--- src/rtl/mmu_reg_pkg.sv ---
package mmu_reg_pkg;
  localparam int IDX_W = 4;
  localparam logic [IDX_W-1:0] IX_TTGT  = 4'd0;
  localparam logic [IDX_W-1:0] IX_PCTX  = 4'd1;
  localparam logic [IDX_W-1:0] IX_SCTX  = 4'd2;
  localparam logic [IDX_W-1:0] IX_STAT  = 4'd3;
  localparam logic [IDX_W-1:0] IX_FADR  = 4'd4;
  localparam logic [IDX_W-1:0] IX_TBASE = 4'd5;
  localparam logic [IDX_W-1:0] IX_TACC  = 4'd6;
  localparam logic [IDX_W-1:0] IX_VWP   = 4'd7;
  localparam logic [IDX_W-1:0] IX_PWP   = 4'd8;
  localparam int N_PLAIN = 6;

  function automatic logic [IDX_W-1:0] plain_slot_idx(input int s);
    case (s)
      0: plain_slot_idx = IX_PCTX;
      1: plain_slot_idx = IX_SCTX;
      2: plain_slot_idx = IX_TBASE;
      3: plain_slot_idx = IX_TACC;
      4: plain_slot_idx = IX_VWP;
      default: plain_slot_idx = IX_PWP;
    endcase
  endfunction
endpackage

--- src/rtl/mmu_fault_status.sv ---
module mmu_fault_status #(
  parameter int DATA_W = 64,
  parameter bit CAPTURE_ADDR = 1'b1
) (
  input  logic              clk,
  input  logic              rst_n,
  input  logic              fault_valid,
  input  logic [DATA_W-1:0] fault_addr,
  input  logic              fault_user,
  input  logic              fault_write,
  input  logic              fault_priv,
  input  logic              st_wr_en,
  input  logic              far_wr_en,
  input  logic [DATA_W-1:0] wr_data,
  output logic [DATA_W-1:0] st_q,
  output logic [DATA_W-1:0] far_q
);
  logic [DATA_W-1:0] st_d, far_d, st_base, st_bits;
  logic              st_en, far_en;

  always_comb begin
    st_base = st_q[0] ? DATA_W'(2) : st_q;
    st_bits = '0;
    st_bits[0] = 1'b1;
    st_bits[2] = fault_write;
    st_bits[3] = fault_user;
    st_bits[7] = fault_priv;
    st_d   = st_q;
    far_d  = far_q;
    st_en  = 1'b0;
    far_en = 1'b0;
    if (fault_valid) begin
      st_en = 1'b1;
      st_d  = st_base | st_bits;
      if (CAPTURE_ADDR) begin
        far_en = 1'b1;
        far_d  = fault_addr;
      end
    end else if (st_wr_en) begin
      st_en = 1'b1;
      if (!wr_data[0]) begin
        st_d = '0;
        if (CAPTURE_ADDR) begin
          far_en = 1'b1;
          far_d  = '0;
        end
      end else begin
        st_d = wr_data;
      end
    end else if (far_wr_en && CAPTURE_ADDR) begin
      far_en = 1'b1;
      far_d  = wr_data;
    end
  end

  always_ff @(posedge clk or negedge rst_n) begin
    if (!rst_n) begin
      st_q  <= '0;
      far_q <= '0;
    end else begin
      if (st_en)  st_q  <= st_d;
      if (far_en) far_q <= far_d;
    end
  end

  AST_FAULT_VALID: assert property (@(posedge clk) disable iff (!rst_n)
    fault_valid |=> st_q[0]);
  AST_FAULT_FLAGS: assert property (@(posedge clk) disable iff (!rst_n)
    fault_valid |=> (st_q[3] == $past(fault_user)) || $past(st_q[3]) && !$past(st_q[0]));
  AST_NO_OVERFLOW: assert property (@(posedge clk) disable iff (!rst_n)
    (fault_valid && st_q[0]) |=> (st_q[1] && !st_q[4]));
  AST_CLEAR_STATUS: assert property (@(posedge clk) disable iff (!rst_n)
    (!fault_valid && st_wr_en && !wr_data[0]) |=> (st_q == '0));

  generate
    if (CAPTURE_ADDR) begin : g_far_chk
      AST_FAR_CAPTURE: assert property (@(posedge clk) disable iff (!rst_n)
        fault_valid |=> (far_q == $past(fault_addr)));
    end else begin : g_far_idle
      AST_FAR_IDLE: assert property (@(posedge clk) disable iff (!rst_n)
        far_q == '0);
    end
  endgenerate
endmodule

--- src/rtl/mmu_tag_target.sv ---
module mmu_tag_target #(
  parameter int DATA_W   = 64,
  parameter int CTX_W    = 13,
  parameter int TT_SHIFT = 22,
  parameter int CTX_POS  = 48
) (
  input  logic [DATA_W-1:0] tag_acc,
  output logic [DATA_W-1:0] tgt
);
  logic [DATA_W-1:0] ctx_field;

  always_comb begin
    ctx_field = '0;
    ctx_field[CTX_POS +: CTX_W] = tag_acc[CTX_W-1:0];
    tgt = ctx_field | (tag_acc >> TT_SHIFT);
  end
endmodule

--- src/rtl/mmu_ctlregs.sv ---
module mmu_ctlregs
  import mmu_reg_pkg::*;
#(
  parameter int DATA_W     = 64,
  parameter int CTX_W      = 13,
  parameter int TT_SHIFT   = 22,
  parameter int CTX_POS    = 48,
  parameter bit IS_DATA_MMU = 1'b1
) (
  input  logic                clk,
  input  logic                rst_n,
  input  logic [IDX_W-1:0]    reg_idx,
  input  logic                wr_en,
  input  logic [DATA_W-1:0]   wr_data,
  output logic [DATA_W-1:0]   rd_data,
  input  logic                fault_valid,
  input  logic [DATA_W-1:0]   fault_addr,
  input  logic                fault_user,
  input  logic                fault_write,
  input  logic                fault_priv,
  input  logic                miss_valid,
  input  logic [DATA_W-CTX_W-1:0] miss_page,
  input  logic [CTX_W-1:0]    ext_ctx,
  output logic [CTX_W-1:0]    pri_ctx
);
  localparam int N_IDX = 1 << IDX_W;
  localparam logic [N_IDX-1:0] WR_MASK =
    IS_DATA_MMU ? N_IDX'(16'b0000_0001_1111_1110) : N_IDX'(16'b0000_0000_0110_1000);

  logic [N_IDX-1:0]  idx_wr;
  logic [DATA_W-1:0] plain_q [N_PLAIN];
  logic [DATA_W-1:0] st_q, far_q, tgt, tag_acc_q;
  logic [CTX_W-1:0]  ctx_sel;

  always_comb begin
    idx_wr = '0;
    if (wr_en) idx_wr[reg_idx] = 1'b1;
    idx_wr = idx_wr & WR_MASK;
  end

  assign tag_acc_q = plain_q[3];
  assign pri_ctx   = plain_q[0][CTX_W-1:0];
  assign ctx_sel   = IS_DATA_MMU ? pri_ctx : ext_ctx;

  generate
    for (genvar s = 0; s < N_PLAIN; s++) begin : g_plain
      localparam logic [IDX_W-1:0] SIDX = plain_slot_idx(s);
      logic              en;
      logic [DATA_W-1:0] d;
      if (SIDX == IX_TACC) begin : g_tacc
        always_comb begin
          en = miss_valid || idx_wr[SIDX];
          d  = miss_valid ? {miss_page, ctx_sel} : wr_data;
        end
      end else begin : g_reg
        always_comb begin
          en = idx_wr[SIDX];
          d  = wr_data;
        end
      end
      always_ff @(posedge clk or negedge rst_n) begin
        if (!rst_n)  plain_q[s] <= '0;
        else if (en) plain_q[s] <= d;
      end
    end
  endgenerate

  mmu_fault_status #(.DATA_W(DATA_W), .CAPTURE_ADDR(IS_DATA_MMU)) u_fstat (
    .clk(clk), .rst_n(rst_n),
    .fault_valid(fault_valid), .fault_addr(fault_addr),
    .fault_user(fault_user), .fault_write(fault_write), .fault_priv(fault_priv),
    .st_wr_en(idx_wr[IX_STAT]), .far_wr_en(idx_wr[IX_FADR]),
    .wr_data(wr_data), .st_q(st_q), .far_q(far_q)
  );

  mmu_tag_target #(.DATA_W(DATA_W), .CTX_W(CTX_W), .TT_SHIFT(TT_SHIFT),
                   .CTX_POS(CTX_POS)) u_tgt (
    .tag_acc(tag_acc_q), .tgt(tgt)
  );

  always_comb begin
    case (reg_idx)
      IX_TTGT:  rd_data = tgt;
      IX_PCTX:  rd_data = plain_q[0];
      IX_SCTX:  rd_data = plain_q[1];
      IX_STAT:  rd_data = st_q;
      IX_FADR:  rd_data = far_q;
      IX_TBASE: rd_data = plain_q[2];
      IX_TACC:  rd_data = plain_q[3];
      IX_VWP:   rd_data = plain_q[4];
      IX_PWP:   rd_data = plain_q[5];
      default:  rd_data = '0;
    endcase
  end

  AST_MISS_LOAD: assert property (@(posedge clk) disable iff (!rst_n)
    miss_valid |=> (tag_acc_q == {$past(miss_page), $past(ctx_sel)}));
  AST_TGT_RO: assert property (@(posedge clk) disable iff (!rst_n)
    (wr_en && reg_idx == IX_TTGT && !miss_valid) |=> $stable(tag_acc_q));
  AST_UNUSED_ZERO: assert property (@(posedge clk) disable iff (!rst_n)
    (reg_idx > IX_PWP) |-> (rd_data == '0));
  AST_TACC_PRIO: assert property (@(posedge clk) disable iff (!rst_n)
    (miss_valid && wr_en && reg_idx == IX_TACC) |=> (tag_acc_q[CTX_W-1:0] == $past(ctx_sel)));
endmodule

--- config.mk ---
export PLATFORM = sky130hd
export DESIGN_NAME = mmu_ctlregs
export DESIGN_NICKNAME = d
export VERILOG_FILES = /design/src/rtl/mmu_reg_pkg.sv /design/src/rtl/mmu_fault_status.sv /design/src/rtl/mmu_tag_target.sv /design/src/rtl/mmu_ctlregs.sv
export SDC_FILE = /design/constraint.sdc
export NUM_CORES = 1
export LEC_CHECK = 0
export ABC_AREA = 1
export BUFFER_PORTS_ARGS = -buffer_cell sky130_fd_sc_hd__buf_2
export CORE_UTILIZATION = 50
export CTS_BUF_LIST = sky130_fd_sc_hd__clkbuf_2
export DETAILED_ROUTE_END_ITERATION = 7
export HOLD_SLACK_MARGIN = 0.15
export PLACE_DENSITY = 0.81
export SETUP_SLACK_MARGIN = 0.2
export SLEW_MARGIN = 25
export SYNTH_ARGS = -nofsm -noshare
export SYNTH_HDL_FRONTEND = slang
export SYNTH_SLANG_ARGS = --single-unit
--- constraint.sdc ---
create_clock -name clk -period 1.38 [get_ports clk]
set_clock_uncertainty 0.15 [all_clocks]
set_input_delay 0.138 -clock clk [delete_from_list [all_inputs] [get_ports clk]]
set_output_delay 0.138 -clock clk [all_outputs]
set_load 0.02 [all_outputs]
==> results.json, run 1 <==
{
  "outcome": "aborted with a tool error",
  "outcome.stop_stage": "5_1_grt",
  "stop_error": "[ERROR GRT-0116] Global routing finished with congestion. Check the congestion regions in the DRC Viewer.",
  "numCtsBuffers": 134,
  "ioPinCount": 281,
  "synthMuxAreaShare": 0,
  "synthSimpleGateAreaFrac": 0.3478,
  "synthCells": 3408,
  "place.gp.congestion": 1.010,
  "rows": 82,
  "synth-compound-area-share": 0.08855,
  "yosysSeqAreaShare": 0.5052,
  "start_util": 0.5065,
  "synth_top_family_by_area": "simple AND/OR/NAND/NOR gates",
  "yosys.area_share.xor_xnor": 0,
  "synth_cell_types": 22,
  "synth_nets": 3612,
  "synth-adder-area-share": 0,
  "grt_pass1_wl_microns": 213900,
  "synth_area_sq_um": 25360,
  "grt_use_total": 0.5696,
  "htreeDepth": 4,
  "dieWidth_microns": 227.2,
  "grt_max_degree": 81,
  "fp.dieH_microns": 227.2,
  "dp_hpwl_microns": 68250,
  "grt_pass1_vias": 35130,
  "synth_seq_cells": 512,
  "io_buffer_count": 267,
  "clock-sinks": 512,
  "syn-mean-instance-area_sq_um": 7.442,
  "cts_max_path_buffers": 3,
  "grt_overflow": 23,
  "root_buffer": "clkbuf_2",
  "synth_warnings": 0
}
[synth_stat cells]
cell,count,share of area
o211ai_1,22,0.0065
inv_2,2,0.00030
nor2_4,2,0.00089
dfrtp_1,512,0.51
o21ai_0,330,0.065
nand4_1,65,0.016
nor3b_1,1,0.00030
nand2_2,1,0.00025
clkbuf_1,150,0.022
nand3_2,3,0.0012
buf_2,67,0.013
nand2_1,1214,0.18
inv_1,79,0.012
nor2_1,230,0.034
or2_2,3,0.00074
nand3_1,576,0.11
o21ai_1,6,0.0012
o21ai_2,1,0.00035
nor2_2,4,0.00099
buf_4,13,0.0038
buf_1,49,0.0073
a21oi_1,78,0.015
[what timing repair did]
action                                  CTS
gates cloned                              7
setup endpoints to repair               139
gates resized for setup                 398
hold buffers                            501
setup buffers                            73
pin swaps                               188
endpoints found under the hold margin  1024
[per-layer routing]
metal,GRT usage,GRT overflow
met5,0.1622,0
met4,0.4824,8
met2,0.7196,15
met3,0.4191,0
met1,0.6102,0
[kinds of logic after synthesis]
group                  after synthesis
AOI/OAI and AO/OA                  437
buffers and inverters              360
and+or+nand+nor                   2099
DFF                                512
[per-stage QoR]
step           setup TNS, ns  hold WS (ns)  instances  instance area (sq um)  setup WS, ns
4_1_cts              -103.85       -0.7836       5070                  37640        -1.385
3_5_place_dp         -194.48       -0.1429       4274                  29460       -0.5216
3_3_place_gp         -173.85       -0.1432       4274                  29460       -0.4872
2_1_floorplan              0       -0.3076       3408                  26160        0.1061
==> run 2, diff against run 1 <==
- CORE_UTILIZATION: 50 -> 35
- CTS_BUF_LIST: sky130_fd_sc_hd__clkbuf_2 -> unset
- HOLD_SLACK_MARGIN: 0.15 -> unset
- PLACE_DENSITY: 0.81 -> unset
- PLACE_DENSITY_LB_ADDON: unset -> 0.15
- SETUP_SLACK_MARGIN: 0.2 -> unset
- clock period: 1.38 -> 1.8 ns (I/O delays scaled with it)
==> results.json, run 2 <==
{
  "outcome": "finished, violations left",
  "violations": "negative setup slack",
  "synth_warnings": 0,
  "first_iter_violations": 2698,
  "critPathBufInv": 1,
  "root_buffer": "clkbuf_16",
  "internal_power_mw": 23.58,
  "final_area_sq_um": 37770,
  "worstSkewPairLatency_ns": 0.64,
  "critPathKind": "flop to output port",
  "seq_power_share": 0.431,
  "yosysSeqAreaShare": 0.5052,
  "max-cap-violations": 0,
  "total_switching_power_mw": 10.21,
  "netSwitchingFraction": 0.3021,
  "period_needed_ns": 2.037,
  "dieWidth_microns": 271.2,
  "fp.dieH_microns": 271.2,
  "rr_startpoint": "u_fstat.st_q[0]",
  "critPathMaxFanout": 2,
  "synthTopCellsByCount": "1,214 x nand2_1, 576 x nand3_1, 512 x dfrtp_1",
  "cpMostUsedCell": "nand3_2",
  "grt_use_total": 0.2969,
  "layout_common_cells": "1,080 x nand2_1, 476 x dfrtp_1, 377 x nand3_1, 327 x o21ai_0, 235 x dlygate4sd3_1",
  "yosysTopAreaCell": "dfrtp_1",
  "largest_register": "plain_q",
  "numCtsBuffers": 58,
  "grt_overflow": 0,
  "power_density_nw_per_um2": 894.7,
  "cp-end-kind": "output port",
  "placed_cell_area_sq_um": 29420,
  "startpoint": "u_fstat.far_q[40]",
  "cts_max_path_buffers": 3,
  "syn2layout_area_growth_pct": 48.92,
  "synth_edf_count": 0,
  "ant_nets": 0,
  "nets": 4227,
  "antenna_found_initial": 2,
  "cp_slowest_stage_delay_ns": 0.42,
  "synth_nets": 3612,
  "tightest_slew_ns": 0.7265,
  "cp_slowest_cell": "dfrtp_1",
  "coreArea_sq_um": 71610,
  "wl_per_cell_microns": 22.41,
  "start_kind": "flop",
  "final-setup-viol-count": 65,
  "synth_seq_cells": 512,
  "clock-sinks": 512,
  "num_vias": 26840,
  "drc_errors": 0,
  "leakage_nw": 18.81,
  "grt_pass1_vias": 25220,
  "clockPowerShare": 0.366,
  "final_common_cell": "nand2_1",
  "cp_cell_sequence": "nand3_2 > nand2_2 > nor2_4 > nand3_2 > buf_6",
  "path_delay_family": "simple AND/OR/NAND/NOR gates",
  "place.gp.congestion": 0.8817,
  "htreeDepth": 2,
  "die_area_sq_um": 73540,
  "grt_setup_unrepaired": "yes",
  "start_util": 0.3542,
  "routed_wirelength_microns": 112500,
  "report.final.slew_viol_count": 0,
  "maxSlewHeadroom": 0.5140,
  "fmax_ghz": 0.4910,
  "ys.flop_type": "dfrtp_1",
  "first_pass_iters": 6,
  "arrival_ns": 1.71,
  "fin_tns_setup_ns": -8.103,
  "cts_tree": "built",
  "synth_area_sq_um": 25360,
  "synthCells": 3408,
  "critPathRequiredTime_ns": 1.47,
  "fillers": 6784,
  "grt_pass1_wl_microns": 164700,
  "synth_cell_types": 22,
  "synth_most_common_cell": "nand2_1",
  "io_buffer_count": 267,
  "dp_hpwl_microns": 74970,
  "avgViaCountPerCell": 5.346,
  "ys_async_sr_fraction": 1.000,
  "min_period_over_period": 1.132,
  "hold_path.class": "input pin to asynchronous set/reset pin",
  "finalHoldViolCount": 0,
  "power_frac_comb": 0.203,
  "grt_max_degree": 71,
  "largest_register_ffs": 307,
  "path_clk_slew_ns": 0.07,
  "drive_gt1_frac": 0.2954,
  "ioPinCount": 281,
  "fin_ws_ns": -0.2369,
  "syn-mean-instance-area_sq_um": 7.442,
  "netlist.area_leader.share": 0.5052,
  "irDropWorstVdd_mv": 0.8693,
  "rows": 98,
  "synthTopCellsByArea": "dfrtp_1 51%, nand2_1 18%, nand3_1 11%, o21ai_0 6.5%, nor2_1 3.4%"
}
==> run 2: cell counts after synthesis <==
No cell type changed its count.
==> run 2: layer usage <==
metal  wire, microns  vias to the layer above  GRT usage
met5               0                        -          0
met4            3462                        0    0.08797
met3            9113                      181    0.05431
met2           48140                     1151     0.4282
met1           51770                    13090     0.4487
li1                -                    12420          -
==> run 2: kinds of logic after synthesis <==
family	count (synthesis)	synth area share
compound gates	437	0.08855
buf+inv	360	0.05851
flops	512	0.5052
simple gates	2099	0.3478
==> run 2: area by class of cell <==
type | count | area [sq um] | area share
antenna | 1 | 2.502 | 0.00006625
timing repair inverter | 1 | 5.005 | 0.0001325
sequential | 512 | 12860 | 0.3404
tap | 950 | 1189 | 0.03147
timing repair buffer | 833 | 8051 | 0.2132
multi-input combinational | 2536 | 13400 | 0.3547
clock inverter | 17 | 173.9 | 0.004605
clock buffer | 89 | 1782 | 0.04717
inverter | 81 | 314.1 | 0.008315
==> run 2: power by group through the flow <==
stage / clock network, mW / logic, mW / registers, mW
finish: 12.4 / 6.86 / 14.6
CTS: 12.4 / 6.40 / 14.5
detailed placement: 0 / 5.11 / 14.7
global placement: 0 / 5.03 / 14.7
global route: 12.9 / 7.51 / 14.8
floorplan: 0 / 2.92 / 14.3
==> run 2: final timing paths <==
kind                       cells after the start               end  slack (ns)
min in group clk                               6  u_fstat.far_q[7]        0.07
max in group asynchronous                      3      tag_acc_q[3]        0.32
min reg2reg                                    2  u_fstat.st_q[43]        0.32
max                                            5       rd_data[40]       -0.24
min                                            3      plain_q[314]        0.05
max reg2reg                                    6   u_fstat.st_q[1]        0.05
==> run 2: worst register-to-register path: stages, from the launching register on <==
cell and delay, ns:
dfrtp_1 0.42, buf_4 0.16, nand2_1 0.08, inv_1 0.08, nor2_1 0.08, o21ai_0 0.09, dlygate4sd3_1 0.57
==> run 2: repair_timing <==
item / in CTS / in global routing
gates cloned: 3 / 10
gates resized for setup: 486 / 277
endpoints found under the hold margin: 1006 / 0
hold buffers: 247 / 0
pin swaps: 227 / 181
setup endpoints to repair: 64 / 112
buffers inserted: 60 / 58
==> run 2: through the flow <==
step	utilization	cells	worst slack (ns)	power [mW]	hold WS [ns]
2_1_floorplan	-	3408	0.1632	17.21	-0.2656
3_3_place_gp	0.4108	4547	-0.2374	19.75	-0.1005
3_5_place_dp	0.4108	4547	-0.2083	19.84	-0.1045
4_1_cts	0.5040	4961	-0.2216	33.33	0.05371
5_1_grt	0.5275	5020	-0.2477	35.15	0.07403
6_report	0.5275	5020	-0.2369	33.79	0.05300
Note: power is estimated with default switching activity, not from simulation.
==> run 3, diff against run 2 <==
- CORE_UTILIZATION: 35 -> 25
- RECOVER_POWER: unset -> 25
==> results.json, run 3 (synthesis results as in run 2) <==
{
  "leakage_nw": 18.57,
  "arrival_ns": 1.73,
  "largest_register_ffs": 307,
  "first_iter_violations": 2603,
  "grt_use_total": 0.2358,
  "fin_tns_setup_ns": -31.89,
  "largest_register": "plain_q",
  "grt_overflow": 0,
  "max-cap-violations": 0,
  "violations": "negative setup slack",
  "grt_max_degree": 84,
  "drive_gt1_frac": 0.2767,
  "cp_slowest_cell": "dfrtp_2",
  "start_util": 0.2529,
  "min_period_over_period": 1.144,
  "worstSkewPairLatency_ns": 0.64,
  "dieWidth_microns": 320.5,
  "power_density_nw_per_um2": 889.8,
  "cts_tree": "built",
  "final-setup-viol-count": 255,
  "hold_path.class": "input pin to flop",
  "syn2layout_area_growth_pct": 49.39,
  "drc_errors": 0,
  "place.gp.congestion": 0.8403,
  "avgViaCountPerCell": 4.871,
  "rows": 116,
  "ioPinCount": 281,
  "htreeDepth": 2,
  "fp.dieH_microns": 320.5,
  "dp_hpwl_microns": 85390,
  "grt_pass1_wl_microns": 178100,
  "fillers": 10490,
  "cp-end-kind": "output port",
  "seq_area_sq_um": 12880,
  "worstHoldPathCells": 6,
  "cpMostUsedCell": "nand3_4",
  "numCtsBuffers": 60,
  "coreArea_sq_um": 100300,
  "nets": 4236,
  "start_kind": "flop",
  "layout_common_cells": "1,099 x nand2_1, 457 x dfrtp_1, 414 x nand3_1, 329 x o21ai_0, 255 x dlygate4sd3_1",
  "multi_input_area_sq_um": 13140,
  "final_common_cell": "nand2_1",
  "clock-sinks": 512,
  "fmax_ghz": 0.4854,
  "first_pass_iters": 6,
  "grt_setup_unrepaired": "yes",
  "fin_util": 0.3778,
  "io_buffer_count": 267,
  "cp_slowest_stage_delay_ns": 0.47,
  "report.final.slew_viol_count": 0,
  "whs_ns": 0.03528,
  "cts_max_path_buffers": 3,
  "num_vias": 26450,
  "routed_wirelength_microns": 126300,
  "die_area_sq_um": 102700,
  "critPathRequiredTime_ns": 1.47,
  "ant_nets": 0,
  "wl_per_cell_microns": 23.26,
  "grt_pass1_vias": 25120,
  "irDropWorstVdd_mv": 0.7351,
  "maxSlewHeadroom": 0.5025,
  "root_buffer": "clkbuf_16",
  "critPathMaxFanout": 2,
  "fin_ws_ns": -0.2600,
  "finalHoldViolCount": 0,
  "path_clk_slew_ns": 0.06,
  "outcome": "finished, violations left",
  "antenna_found_initial": 3,
  "reg2regPathDepth": 6,
  "critPathKind": "flop to output port",
  "period_needed_ns": 2.060,
  "tightest_slew_ns": 0.7463,
  "cp_cell_sequence": "nand3_4 > nand2_2 > nor2_4 > buf_4 > nand3_4 > buf_6"
}
## run 3: final timing paths
kind,end,slack (ns),from
min in group asynchronous,plain_q[122],0.48,rst_n
setup / recovery,rd_data[37],-0.26,u_fstat.far_q[37]
max in group asynchronous,u_fstat.far_q[60],-0.15,rst_n
setup reg to reg,u_fstat.st_q[1],0.10,u_fstat.st_q[0]
hold reg to reg,u_fstat.st_q[18],0.32,u_fstat.st_q[18]
hold / removal,u_fstat.st_q[4],0.04,fault_valid
## run 3: report_power, final
| part | leakage [nW] | total (mW) | switching (mW) | internal [mW] |
|---|---|---|---|---|
| logic | 11.2 | 6.90 | 3.92 | 2.99 |
| clock network | 0.916 | 12.1 | 5.13 | 7.00 |
| registers | 6.42 | 14.7 | 1.32 | 13.4 |
| total | 18.6 | 33.7 | 10.4 | 23.4 |
## run 3: timing repair
item                        CTS  global route
resized for setup           487           235
setup endpoints to repair    64           114
pin swaps                   210           156
hold buffers                258             1
buffers inserted             39            49
hold endpoints to repair   1009            12
cloned                        2            14
## run 3: area by class of cell
cell class | instances | share of cell area
diodes | 3 | 0.0001981
clock buffers | 95 | 0.04735
clock inverters | 5 | 0.001981
inverters | 81 | 0.008289
multi-input cells | 2537 | 0.3468
flip-flops and latches | 512 | 0.3400
well taps | 1357 | 0.04481
repair buffers | 840 | 0.2106
## run 3: metrics by stage
stage | instance area [sq um] | worst slack, ns | total power [mW] | cells
2_1_floorplan | 25360 | 0.1632 | 17.21 | 3408
3_3_place_gp | 30000 | -0.3579 | 20.06 | 4969
3_5_place_dp | 30000 | -0.3584 | 20.11 | 4969
4_1_cts | 36500 | -0.3077 | 33.53 | 5367
5_1_grt | 37880 | -0.3119 | 35.24 | 5428
6_report | 37890 | -0.2600 | 33.72 | 5430
## run 3: worst max-delay path: cells and delay by family, from the launching register on
kind	cells	cell delay, ns
buffers and inverters	2	0.28
AND/OR/NAND/NOR	4	0.33
flip-flops	1	0.47
## run 3: per-layer routing
layer  GRT usage  vias up  routed length (microns)
met3     0.03991      165                     8089
met5           0        -                       13
met1      0.3484    12990                    59390
li1            -    12430                        -
met4     0.07475        2                     4119
met2      0.3461      860                    54660
